<file path="src/rtl/cnt_host_pkg.sv">
package cnt_host_pkg;
  localparam int CFG_W = 5;
  localparam int CFG_N = 3;

  typedef enum logic [1:0] {TGT_CMD = 2'd0, TGT_MODE = 2'd1, TGT_IOC = 2'd2, TGT_IDX = 2'd3} tgt_e;
  typedef enum logic [1:0] {CLR_NOP0 = 2'd0, CLR_NOP1 = 2'd1, CLR_FLAGS = 2'd2, CLR_ERR = 2'd3} clr_e;
  typedef enum logic [1:0] {XFR_NONE = 2'd0, XFR_LOAD = 2'd1, XFR_LATCH = 2'd2, XFR_PSC = 2'd3} xfr_e;

  typedef struct packed {
    logic             ptr_rst;
    logic             clr_flags;
    logic             clr_err;
    logic             do_load;
    logic             do_latch;
    logic             do_psc;
    logic [CFG_N-1:0] cfg_we;
  } act_t;
endpackage

</file>
<file path="src/rtl/cnt_cmd_dec.sv">
module cnt_cmd_dec import cnt_host_pkg::*; (
  input  logic       ctl_wr_i,
  input  logic [7:0] byte_i,
  output act_t       act_o
);
  tgt_e tgt;
  clr_e clr;
  xfr_e xfr;

  always_comb begin
    tgt   = tgt_e'(byte_i[6:5]);
    clr   = clr_e'(byte_i[2:1]);
    xfr   = xfr_e'(byte_i[4:3]);
    act_o = '0;
    if (ctl_wr_i) begin
      unique case (tgt)
        TGT_CMD: begin
          act_o.ptr_rst   = byte_i[0];
          act_o.clr_flags = (clr == CLR_FLAGS);
          act_o.clr_err   = (clr == CLR_ERR);
          act_o.do_load   = (xfr == XFR_LOAD);
          act_o.do_latch  = (xfr == XFR_LATCH);
          act_o.do_psc    = (xfr == XFR_PSC);
        end
        TGT_MODE: act_o.cfg_we[0] = 1'b1;
        TGT_IOC:  act_o.cfg_we[1] = 1'b1;
        TGT_IDX:  act_o.cfg_we[2] = 1'b1;
        default:  act_o = '0;
      endcase
    end
  end
endmodule

</file>
<file path="src/rtl/cnt_byte_ptr.sv">
module cnt_byte_ptr #(
  parameter int NBYTES = 3,
  parameter int PTR_W  = 2
) (
  input  logic             clk_i,
  input  logic             rst_ni,
  input  logic             clr_i,
  input  logic             step_i,
  output logic [PTR_W-1:0] ptr_o
);
  localparam logic [PTR_W-1:0] LAST = PTR_W'(NBYTES - 1);

  always_ff @(posedge clk_i or negedge rst_ni) begin
    if (!rst_ni)     ptr_o <= '0;
    else if (clr_i)  ptr_o <= '0;
    else if (step_i) ptr_o <= (ptr_o == LAST) ? '0 : ptr_o + 1'b1;
  end
endmodule

</file>
<file path="src/rtl/cnt_data_path.sv">
module cnt_data_path #(
  parameter int CNT_W  = 24,
  parameter int BYTE_W = 8,
  parameter int PTR_W  = 2
) (
  input  logic              clk_i,
  input  logic              rst_ni,
  input  logic [PTR_W-1:0]  ptr_i,
  input  logic              dwr_i,
  input  logic [BYTE_W-1:0] wdata_i,
  input  logic              latch_i,
  input  logic              psc_i,
  input  logic [CNT_W-1:0]  count_i,
  output logic [CNT_W-1:0]  preset_o,
  output logic [BYTE_W-1:0] psc_o,
  output logic [BYTE_W-1:0] rd_byte_o
);
  localparam int NBYTES = CNT_W / BYTE_W;

  logic [CNT_W-1:0] latch_q;

  for (genvar b = 0; b < NBYTES; b++) begin : g_preset
    always_ff @(posedge clk_i or negedge rst_ni) begin
      if (!rst_ni) preset_o[b*BYTE_W +: BYTE_W] <= '0;
      else if (dwr_i && (ptr_i == PTR_W'(b)))
        preset_o[b*BYTE_W +: BYTE_W] <= wdata_i;
    end
  end

  always_ff @(posedge clk_i or negedge rst_ni) begin
    if (!rst_ni) begin
      latch_q <= '0;
      psc_o   <= '0;
    end else begin
      if (latch_i) latch_q <= count_i;
      if (psc_i)   psc_o   <= preset_o[BYTE_W-1:0];
    end
  end

  always_comb begin
    rd_byte_o = '0;
    for (int b = 0; b < NBYTES; b++)
      if (ptr_i == PTR_W'(b)) rd_byte_o = latch_q[b*BYTE_W +: BYTE_W];
  end
endmodule

</file>
<file path="src/rtl/cnt_cfg_bank.sv">
module cnt_cfg_bank #(
  parameter int N = 3,
  parameter int W = 5
) (
  input  logic                clk_i,
  input  logic                rst_ni,
  input  logic [N-1:0]        we_i,
  input  logic [W-1:0]        d_i,
  output logic [N-1:0][W-1:0] q_o
);
  for (genvar i = 0; i < N; i++) begin : g_reg
    always_ff @(posedge clk_i or negedge rst_ni) begin
      if (!rst_ni)     q_o[i] <= '0;
      else if (we_i[i]) q_o[i] <= d_i;
    end
  end
endmodule

</file>
<file path="src/rtl/cnt_host_regs.sv">
module cnt_host_regs import cnt_host_pkg::*; #(
  parameter int CNT_W  = 24,
  parameter int BYTE_W = 8
) (
  input  logic              clk_i,
  input  logic              rst_ni,
  input  logic              reg_sel_i,
  input  logic              wr_en_i,
  input  logic              rd_en_i,
  input  logic [BYTE_W-1:0] wdata_i,
  output logic [BYTE_W-1:0] rdata_o,
  input  logic [CNT_W-1:0]  core_count_i,
  input  logic [BYTE_W-1:0] core_flags_i,
  output logic [CNT_W-1:0]  preset_o,
  output logic              load_o,
  output logic [BYTE_W-1:0] psc_o,
  output logic              clr_flags_o,
  output logic              clr_err_o,
  output logic [CFG_W-1:0]  mode_o,
  output logic [CFG_W-1:0]  ioc_o,
  output logic [CFG_W-1:0]  idx_o
);
  localparam int NBYTES = CNT_W / BYTE_W;
  localparam int PTR_W  = (NBYTES > 1) ? $clog2(NBYTES) : 1;

  logic ctl_wr, dat_wr, dat_rd, flg_rd;
  act_t act;
  logic [PTR_W-1:0] ptr_q;
  logic [BYTE_W-1:0] latch_byte;
  logic [CFG_N-1:0][CFG_W-1:0] cfg_q;

  assign ctl_wr = wr_en_i & reg_sel_i;
  assign dat_wr = wr_en_i & ~reg_sel_i;
  assign dat_rd = rd_en_i & ~wr_en_i & ~reg_sel_i;
  assign flg_rd = rd_en_i & ~wr_en_i & reg_sel_i;

  cnt_cmd_dec u_dec (
    .ctl_wr_i (ctl_wr),
    .byte_i   (wdata_i[7:0]),
    .act_o    (act)
  );

  cnt_byte_ptr #(.NBYTES(NBYTES), .PTR_W(PTR_W)) u_ptr (
    .clk_i  (clk_i),
    .rst_ni (rst_ni),
    .clr_i  (act.ptr_rst),
    .step_i (dat_wr | dat_rd),
    .ptr_o  (ptr_q)
  );

  cnt_data_path #(.CNT_W(CNT_W), .BYTE_W(BYTE_W), .PTR_W(PTR_W)) u_dp (
    .clk_i     (clk_i),
    .rst_ni    (rst_ni),
    .ptr_i     (ptr_q),
    .dwr_i     (dat_wr),
    .wdata_i   (wdata_i),
    .latch_i   (act.do_latch),
    .psc_i     (act.do_psc),
    .count_i   (core_count_i),
    .preset_o  (preset_o),
    .psc_o     (psc_o),
    .rd_byte_o (latch_byte)
  );

  cnt_cfg_bank #(.N(CFG_N), .W(CFG_W)) u_cfg (
    .clk_i  (clk_i),
    .rst_ni (rst_ni),
    .we_i   (act.cfg_we),
    .d_i    (wdata_i[CFG_W-1:0]),
    .q_o    (cfg_q)
  );

  assign mode_o = cfg_q[0];
  assign ioc_o  = cfg_q[1];
  assign idx_o  = cfg_q[2];

  always_ff @(posedge clk_i or negedge rst_ni) begin
    if (!rst_ni) begin
      rdata_o     <= '0;
      load_o      <= 1'b0;
      clr_flags_o <= 1'b0;
      clr_err_o   <= 1'b0;
    end else begin
      load_o      <= act.do_load;
      clr_flags_o <= act.clr_flags;
      clr_err_o   <= act.clr_err;
      if (dat_rd)      rdata_o <= latch_byte;
      else if (flg_rd) rdata_o <= core_flags_i;
    end
  end
endmodule

</file>
<file path="config.mk">
export PLATFORM = sky130hd
export DESIGN_NAME = cnt_host_regs
export DESIGN_NICKNAME = d
export VERILOG_FILES = /design/src/rtl/cnt_host_pkg.sv /design/src/rtl/cnt_cmd_dec.sv /design/src/rtl/cnt_byte_ptr.sv /design/src/rtl/cnt_data_path.sv /design/src/rtl/cnt_cfg_bank.sv /design/src/rtl/cnt_host_regs.sv
export SDC_FILE = /design/constraint.sdc
export NUM_CORES = 1
export LEC_CHECK = 0
export CORE_MARGIN = 2
export CORE_UTILIZATION = 25
export CTS_CLUSTER_SIZE = 40
export DETAILED_ROUTE_END_ITERATION = 12
export PLACE_DENSITY = 0.45
export SYNTH_ARGS = -nofsm -noshare
export SYNTH_HDL_FRONTEND = slang
export SYNTH_SLANG_ARGS = --single-unit
</file>
<file path="constraint.sdc">
create_clock -name clk_i -period 3.7 [get_ports clk_i]
set_input_delay 0.555 -clock clk_i [delete_from_list [all_inputs] [get_ports clk_i]]
set_output_delay 0.555 -clock clk_i [all_outputs]
set_load 0.01 [all_outputs]
</file>
# Word level (Yosys, flattened, before mapping)
# Index checks and enable logic that the tools add are counted.
# word_totals
output_inout_bits,58
ff_bits,84
word_cells,52
# op_classes
muxes,13
bitwise,8
reduce_logical,7
addsub,1
n_eq_ne,10
# op_table
cell,count
8-bit two-way mux,5
"2-bit equality test, second input constant",7
9-bit two-way mux,1
"2-bit by 1-bit equality test with 1-bit output, second input constant",3
2-bit two-way mux,3
6-bit two-way mux,1
1-bit bitwise AND,5
2-bit zero test,2
2-bit nonzero test,2
1-bit logical AND,3
1-bit two-way mux,3
"2-bit by 1-bit adder with 2-bit output, second input constant",1
1-bit inverter,2
1-bit bitwise OR,1

# Logic depth before layout (Yosys ltp)
# Gate-level depths: netlist (run 1).
# logic_depth
word_depth,6
mapped_depth,5
ltp_nobuf,3

# By module
# From an unflattened synthesis (run 1), not the netlist that was laid out.
# hier_totals
cells_unflattened,223
area_unflattened_um2,3557.2
# modules_own_cells
module,seq_area_each_um2,instances,area_per_inst_um2,cells_per_inst
cnt_data_path,1401.3,1,2270.9,139
cnt_host_regs,275.3,1,556.8,34
cnt_cfg_bank,375.4,1,544.3,30
cnt_cmd_dec,0.0,1,96.3,12
cnt_byte_ptr,50.0,1,88.8,8

# Worst setup path before layout (run 1)
# Ideal clock, no wire load.
# synth_path
path_type,in2reg
start,input wdata_i[5]
end,register u_dp.psc_o[0]
slack_ps,2033
n_path_buf,2
cell_stages,5
t_arrival_ps,1541
setup_time_ps,125
path_cell_list,and4bb_1 > buf_6 > and3_4 > buf_6 > mux2_4
# synth_via
elab_chain_cells,3
# synth_lines
item,line_no,source
"start, declared",cnt_host_regs.sv:10,"input logic [BYTE_W-1:0] wdata_i,"
2-bit zero test,cnt_cmd_dec.sv:16,unique case (tgt)
6-bit two-way mux,cnt_cmd_dec.sv:16,
9-bit two-way mux,cnt_cmd_dec.sv:15,if (ctl_wr_i) begin
"end signal, assigned",cnt_data_path.sv:36,if (psc_i) psc_o <= preset_o[BYTE_W-1:0];
"end, declared",cnt_data_path.sv:15,"output logic [BYTE_W-1:0] psc_o,"
# Every way passes these cells.
# A chain may end at the register's enable or synchronous reset.

# Worst setup path after layout (run 1)
# layout_path
start,input wdata_i[5]
end,register u_dp.latch_q[12]
# layout_via
elab_chain_cells,3
# layout_lines
item,line_no,source
2-bit zero test,cnt_cmd_dec.sv:16,
6-bit two-way mux,cnt_cmd_dec.sv:16,
9-bit two-way mux,cnt_cmd_dec.sv:15,
"end signal, assigned",cnt_data_path.sv:35,if (latch_i) latch_q <= count_i;
"end, declared",cnt_data_path.sv:20,logic [CNT_W-1:0] latch_q;
# Every way passes these cells.

==> results of run 1 <==
[state kept, by name, summed over array words and instances (netlist names)]
name / count
u_ptr.ptr_o: 2
clr_err_o: 1
rdata_o: 8
clr_flags_o: 1
u_dp.latch_q: 24
u_dp.psc_o: 8
load_o: 1
u_dp.preset_o: 24
u_cfg.q_o: 15
[area by class of cell]
type                            instances  area (µm²)
Clock inverter                          4       47.55
Clock buffer                           12       256.5
Tap cell                              180       225.2
Multi-Input combinational cell        144        1434
Timing Repair Buffer                  106        1049
Sequential cell                        84        2102
Fill cell                            1368        8929
[stage by stage]
step           worst slack, ns  utilization, %
2_1_floorplan            2.033               -
3_3_place_gp             1.025           34.25
3_5_place_dp            0.9696           34.25
4_1_cts                  1.320           36.42
5_1_grt                  1.209           36.42
6_report                 1.331           36.42
[critical path, delay by kind of cell]
family	cells	cell delay [ns]
AND/OR/NAND/NOR	2	0.98
buffers and inverters	1	0.57
multiplexers	1	0.46
[where the power goes]
part	leakage, nW	internal (W)	total [W]	switching [W]
clock	0.149	0.000558	0.000913	0.000356
combinational	1.04	0.000719	0.00111	0.000387
sequential	1.04	0.00120	0.00141	0.000208
total	2.22	0.00248	0.00343	0.000951
[cell families after synthesis]
family / share of synthesized area, %
muxes: 27.45
buffers and inverters: 2.417
AOI/OAI and AO/OA: 3.039
DFF: 58.01
and+or+nand+nor: 9.082
[metal layers]
metal | routed length [µm] | track usage (%) | up-vias
li1 | - | - | 1078
met1 | 4497 | 16.97 | 1125
met2 | 3806 | 17.20 | 86
met3 | 495 | 3.351 | 13
met4 | 157 | 4.759 | 0
met5 | 0 | 0 | -
[worst max-delay path by stage]
stage               startpoint                            to  cells after the start
finish              wdata_i[5]  u_dp.latch_q[12]$_DFFE_PN0P_                      4
global route        wdata_i[5]  u_dp.latch_q[12]$_DFFE_PN0P_                      4
CTS                 wdata_i[5]  u_dp.latch_q[13]$_DFFE_PN0P_                      4
detailed placement  wdata_i[5]  u_dp.latch_q[13]$_DFFE_PN0P_                      4
global placement    wdata_i[5]  u_dp.latch_q[11]$_DFFE_PN0P_                      4
floorplan           wdata_i[5]     u_dp.psc_o[0]$_DFFE_PN0P_                      5
[layout by cell type (no fill, tap or decap), drive strengths merged]
master,n
nand4,1
nand3b,1
bufinv,1
nand4b,2
o21ai,8
or4bb,8
and3,2
a31oi,8
nor2b,6
clkdlybuf4s50,101
or2,8
and4bb,1
a21oi,1
o21bai,1
nor3,1
a22oi,1
or3,1
dfrtp,84
clkbuf,12
nor2,2
clkinvlp,1
nand2b,1
clkinv,2
mux2,71
nand2,11
mux2i,9
buf,5
==> out/qor.yml, run 1 <==
floorplan:
  num_rows: 43
  die_h_um: 124.4
  fp.coreArea_um2: 14040
  ios: 103
  start_util_pct: 25.80
  die_w_um: 124.4
  dieArea_um2: 15470
clock_network:
  clock_path_buffers: 2
  ctsHoldBuffers: 0
  post_cts_buffers: 0
  clkTransAtPathRegs_ns: 0.06
  clk_latency_ns: 0.34
  cts_tree: "done"
  cts.sinks: 84
  cts_resized: 0
  root_buffer: "clkbuf_16"
  numCtsBuffers: 9
  cts_max_level: 3
critical_path:
  reg2reg_from: "u_ptr.ptr_o[0]$_DFFE_PN0P_"
  cp-start-kind: "input pin"
  arrival_ns: 2.58
  cp_slowest_stage_delay_ns: 0.57
  reg2reg_slack_ns: 1.60
  crit_path_cell_trace: "clkdlybuf4s50_1 -> and4bb_1 -> nand3b_4 -> mux2_1"
  rr_worst_depth: 4
  crit_fanout: 24
  critPathRequiredTime_ns: 3.92
  path_class: "in -> reg"
  crit_slowest_cell: "clkdlybuf4s50_1"
  crit_path_end_kind: "flop"
  reg2reg_to: "u_dp.preset_o[20]$_DFFE_PN0P_"
sta:
  fin_hold_ws_ns: 0.3806
  maxSlewHeadroom_pct: 27.32
  final_hold_viol_count: 0
  maxClockFrequency_mhz: 422.2
  worstMarginPinSlew_ns: 1.090
  setup_tns_ns: 0
  skew_ns: 0.003687
  fin_crit_sh_pct: 64.02
  final_max_slew_viol_count: 0
  grt_setup_unrepaired: "no"
  finalSetupViolCount: 0
  min_period_ns: 2.369
synth:
  yosys_register_bits: 84
  ys_warn_count: 0
  yosysMostFrequentCell: "dfrtp_1"
  ys_types: 29
  yosysTopAreaCellShare_pct: 58.01
  yosysSeqAreaShare_pct: 58.01
  syn-cell-area_um2: 3623
  synthesis.nets: 286
  avgSynthCellArea_um2: 15.04
  netlist_top_cells_count: "84 x dfrtp_1, 28 x mux2_4, 23 x mux2_2"
  netlist_instances: 241
  synth_top_area_cell: "dfrtp_1"
  synth_edf_count: 0
  async_flop_share_pct: 100.0
  synthFlopType: "dfrtp_1"
  netlist_top_cells_area: "dfrtp_1 58%, mux2_4 12%, mux2_2 7.1%"
finish:
  finalNonFillerCells: 530
  drive_gt1_share_pct: 23.43
  design_area_um2: 5114
  area_growth_pct: 41.13
  fin_nets: 390
  antenna_cells: 0
global_routing:
  grt_max_degree: 85
  overflow: 0
  grt_util_all_layers_pct: 11.97
  antenna_found_initial: 0
  grt_pass1_vias: 2424
  grt_pass1_wl_mm: 14.19
placed_design:
  dp.cells: 514
  gp_congestion: 0.8039
  hpwlAfterDp_mm: 6.366
  port_buffers: 102
  placed_area_um2: 4810
pwr:
  power_density_nw_per_um2: 671.0
  p_leak_nw: 2.225
  p_total_w: 0.003431
  peakVddDrop_uv: 221.1
routing:
  drt_iter0_markers: 83
  firstDrtPassIters: 4
  vias: 2302
  routed_wirelength_mm: 8.956
  vias_per_cell: 4.343
  wl_per_cell_um: 16.90
  route.detailed.drc: 0
  ant_nets: 0
worst_hold_path:
  hold_class: "in -> async"
outcome:
  status: "finished clean"
run:
  max-cap-violations: 0
(Power assumes the default switching activity.)
==> run 2, diff against run 1 <==
--- a/config.mk
+++ b/config.mk
@@ -9,7 +9,7 @@
 export CORE_UTILIZATION = 25
 export CTS_CLUSTER_SIZE = 40
 export DETAILED_ROUTE_END_ITERATION = 12
-export PLACE_DENSITY = 0.45
+export PLACE_DENSITY = 0.47
 export SYNTH_ARGS = -nofsm -noshare
 export SYNTH_HDL_FRONTEND = slang
 export SYNTH_SLANG_ARGS = --single-unit
==> constraint.sdc (replaced) <==
create_clock -name clk_i -period 2.15 [get_ports clk_i]
set_input_delay 0.3225 -clock clk_i [delete_from_list [all_inputs] [get_ports clk_i]]
set_output_delay 0.3225 -clock clk_i [all_outputs]
set_load 0.01 [all_outputs]
==> out/qor.yml, run 2 (synthesis results as in run 1) <==
sta:
  final_max_slew_viol_count: 0  # unchanged
  maxClockFrequency_mhz: 559.6
  finalSetupViolCount: 0  # unchanged
  grt_setup_unrepaired: "no"  # unchanged
  min_period_ns: 1.787
  setup_tns_ns: 0  # unchanged
  skew_ns: 0.003133  # was 0.003687 ns
  worstMarginPinSlew_ns: 0.5924  # was 1.090 ns
  fin_crit_sh_pct: 83.12
  maxSlewHeadroom_pct: 60.50  # was 27.32%
  final_hold_viol_count: 0  # unchanged
finish:
  multiInputGateArea_um2: 1434  # unchanged
  reg.largest.list: "u_dp.latch_q x24, u_dp.preset_o x24, u_cfg.q_o x15"  # unchanged
  antenna_cells: 0  # unchanged
  area_growth_pct: 45.06  # was 41.13%
  final_common_cell: "clkdlybuf4s50_1"  # unchanged
  final_cell_mix: "101 x clkdlybuf4s50_1, 84 x dfrtp_1, 28 x mux2_4"  # unchanged
  fin_util_pct: 37.43  # was 36.42%
  drive_gt1_share_pct: 26.45  # was 23.43%
  finalNonFillerCells: 543  # was 530
  seq_area_um2: 2102  # unchanged
  fin_nets: 403  # was 390
  fillerInstances: 1357  # was 1368
routing:
  ant_nets: 0  # unchanged
  firstDrtPassIters: 4  # unchanged
  vias_per_cell: 4.315  # was 4.343
  vias: 2343  # was 2302
  wl_per_cell_um: 16.44  # was 16.90 µm
  drt_iter0_markers: 99  # was 83
  route.detailed.drc: 0  # unchanged
  routed_wirelength_mm: 8.927  # was 8.956 mm
run:
  max-cap-violations: 0  # unchanged
floorplan:
  dieArea_um2: 15470  # unchanged
  start_util_pct: 25.80  # unchanged
  fp.coreArea_um2: 14040  # unchanged
  num_rows: 43  # unchanged
  die_w_um: 124.4  # unchanged
  die_h_um: 124.4  # unchanged
  ios: 103  # unchanged
global_routing:
  overflow: 0  # unchanged
  grt_pass1_vias: 2574  # was 2424
  grt_util_all_layers_pct: 12.18  # was 11.97%
  antenna_found_initial: 0  # unchanged
  grt_max_degree: 48  # was 85
  grt_pass1_wl_mm: 14.69  # was 14.19 mm
critical_path:
  cp_slowest_stage_delay_ns: 0.45  # was 0.57 ns
  crit_fanout: 14  # was 24
  critPathRequiredTime_ns: 2.37  # was 3.92 ns
  crit_path_cell_trace: "clkdlybuf4s50_1 -> buf_4 -> nand2b_1 -> nor3_4 -> mux2_2"  # was clkdlybuf4s50_1 -> and4bb_1 -> nand3b_4 -> mux2_1
  cp_num_buf_inv: 2  # was 1
  crit_path_end_kind: "flop"  # unchanged
  cp-start-kind: "input pin"  # unchanged
  arrival_ns: 2.00  # was 2.58 ns
  crit_slowest_cell: "clkdlybuf4s50_1"  # unchanged
  path_class: "in -> reg"  # unchanged
  crit_family: "buffers and inverters"  # was simple AND/OR/NAND/NOR gates
clock_network:
  numCtsBuffers: 9  # unchanged
  root_buffer: "clkbuf_16"  # unchanged
  post_cts_buffers: 0  # unchanged
  clkTransAtPathRegs_ns: 0.06  # about the same
  cts_max_level: 3  # unchanged
  clock_path_buffers: 2  # unchanged
  cts.sinks: 84  # unchanged
  cts_resized: 0  # unchanged
  clk_latency_ns: 0.33  # was 0.34 ns
  cts_tree: "done"  # unchanged
  ctsHoldBuffers: 0  # unchanged
pwr:
  p_leak_nw: 2.315  # was 2.225 nW
  peakVddDrop_uv: 424.7  # was 221.1 µV
  power_density_nw_per_um2: 1161  # was 671.0 nW/µm²
outcome:
  status: "finished clean"  # unchanged
placed_design:
  port_buffers: 102  # unchanged
  dp.cells: 527  # was 514
  gp_congestion: 0.7417  # was 0.8039
  hpwlAfterDp_mm: 6.743  # was 6.366 mm
worst_hold_path:
  hold_class: "in -> async"  # unchanged
[run 2: cell types whose count changed in the layout (fill, tap and decap cells not counted), sizes merged]
cell | before | now
buf | 5 | 18
bufinv | 1 | 2
clkinvlp | 1 | 0
[run 2: area by class of cell]
type                            count  area share [%]
Clock buffer                       12           5.070
Clock inverter                      4           1.333
Tap cell                          180           4.285
Multi-Input combinational cell    144           27.28
Sequential cell                    84           39.99
Timing Repair Buffer              119           22.04
[run 2: path summary, 6_finish.rpt]
| path | end | depth (start not counted) | from | slack [ns] |
|---|---|---|---|---|
| max in group asynchronous | u_dp.latch_q[18]$_DFFE_PN0P_ | 2 | rst_ni | 1.40 |
| min | u_dp.preset_o[17]$_DFFE_PN0P_ | 1 | rst_ni | 0.004 |
| max | u_dp.preset_o[3]$_DFFE_PN0P_ | 5 | reg_sel_i | 0.36 |
| min reg2reg | u_dp.preset_o[12]$_DFFE_PN0P_ | 1 | u_dp.preset_o[12]$_DFFE_PN0P_ | 0.48 |
| min in group clk_i | u_dp.preset_o[12]$_DFFE_PN0P_ | 1 | u_dp.preset_o[12]$_DFFE_PN0P_ | 0.48 |
| max reg2reg | u_dp.preset_o[18]$_DFFE_PN0P_ | 4 | u_ptr.ptr_o[1]$_DFFE_PN0P_ | 0.49 |
[run 2: power breakdown]
part           internal (W)  switching (W)  total, W
Clock               0.00111       0.000594   0.00170
Sequential          0.00207       0.000364   0.00244
Combinational       0.00127       0.000695   0.00196
Total               0.00445        0.00165   0.00610
[run 2: through the flow]
stage / power (W) / cell area (µm²) / setup WS [ns] / hold slack, ns
2_1_floorplan: 0.003287 / 3623 / 0.7101 / 0.02691
3_3_place_gp: 0.004432 / 4920 / 0.01943 / 0.3747
3_5_place_dp: 0.004458 / 4920 / 0.003509 / 0.3709
4_1_cts: 0.006194 / 5256 / 0.3603 / 0.01860
5_1_grt: 0.006441 / 5256 / 0.2879 / 0.04503
6_report: 0.006101 / 5256 / 0.3629 / 0.004118
[run 2: metal layers]
layer  track usage [%]  wire, µm  vias up
met2             17.90      3852       93
met1             17.24      4447     1135
met4             3.371        98        0
met5                 0         0        -
met3             3.866       529       10
li1                  -         -     1105
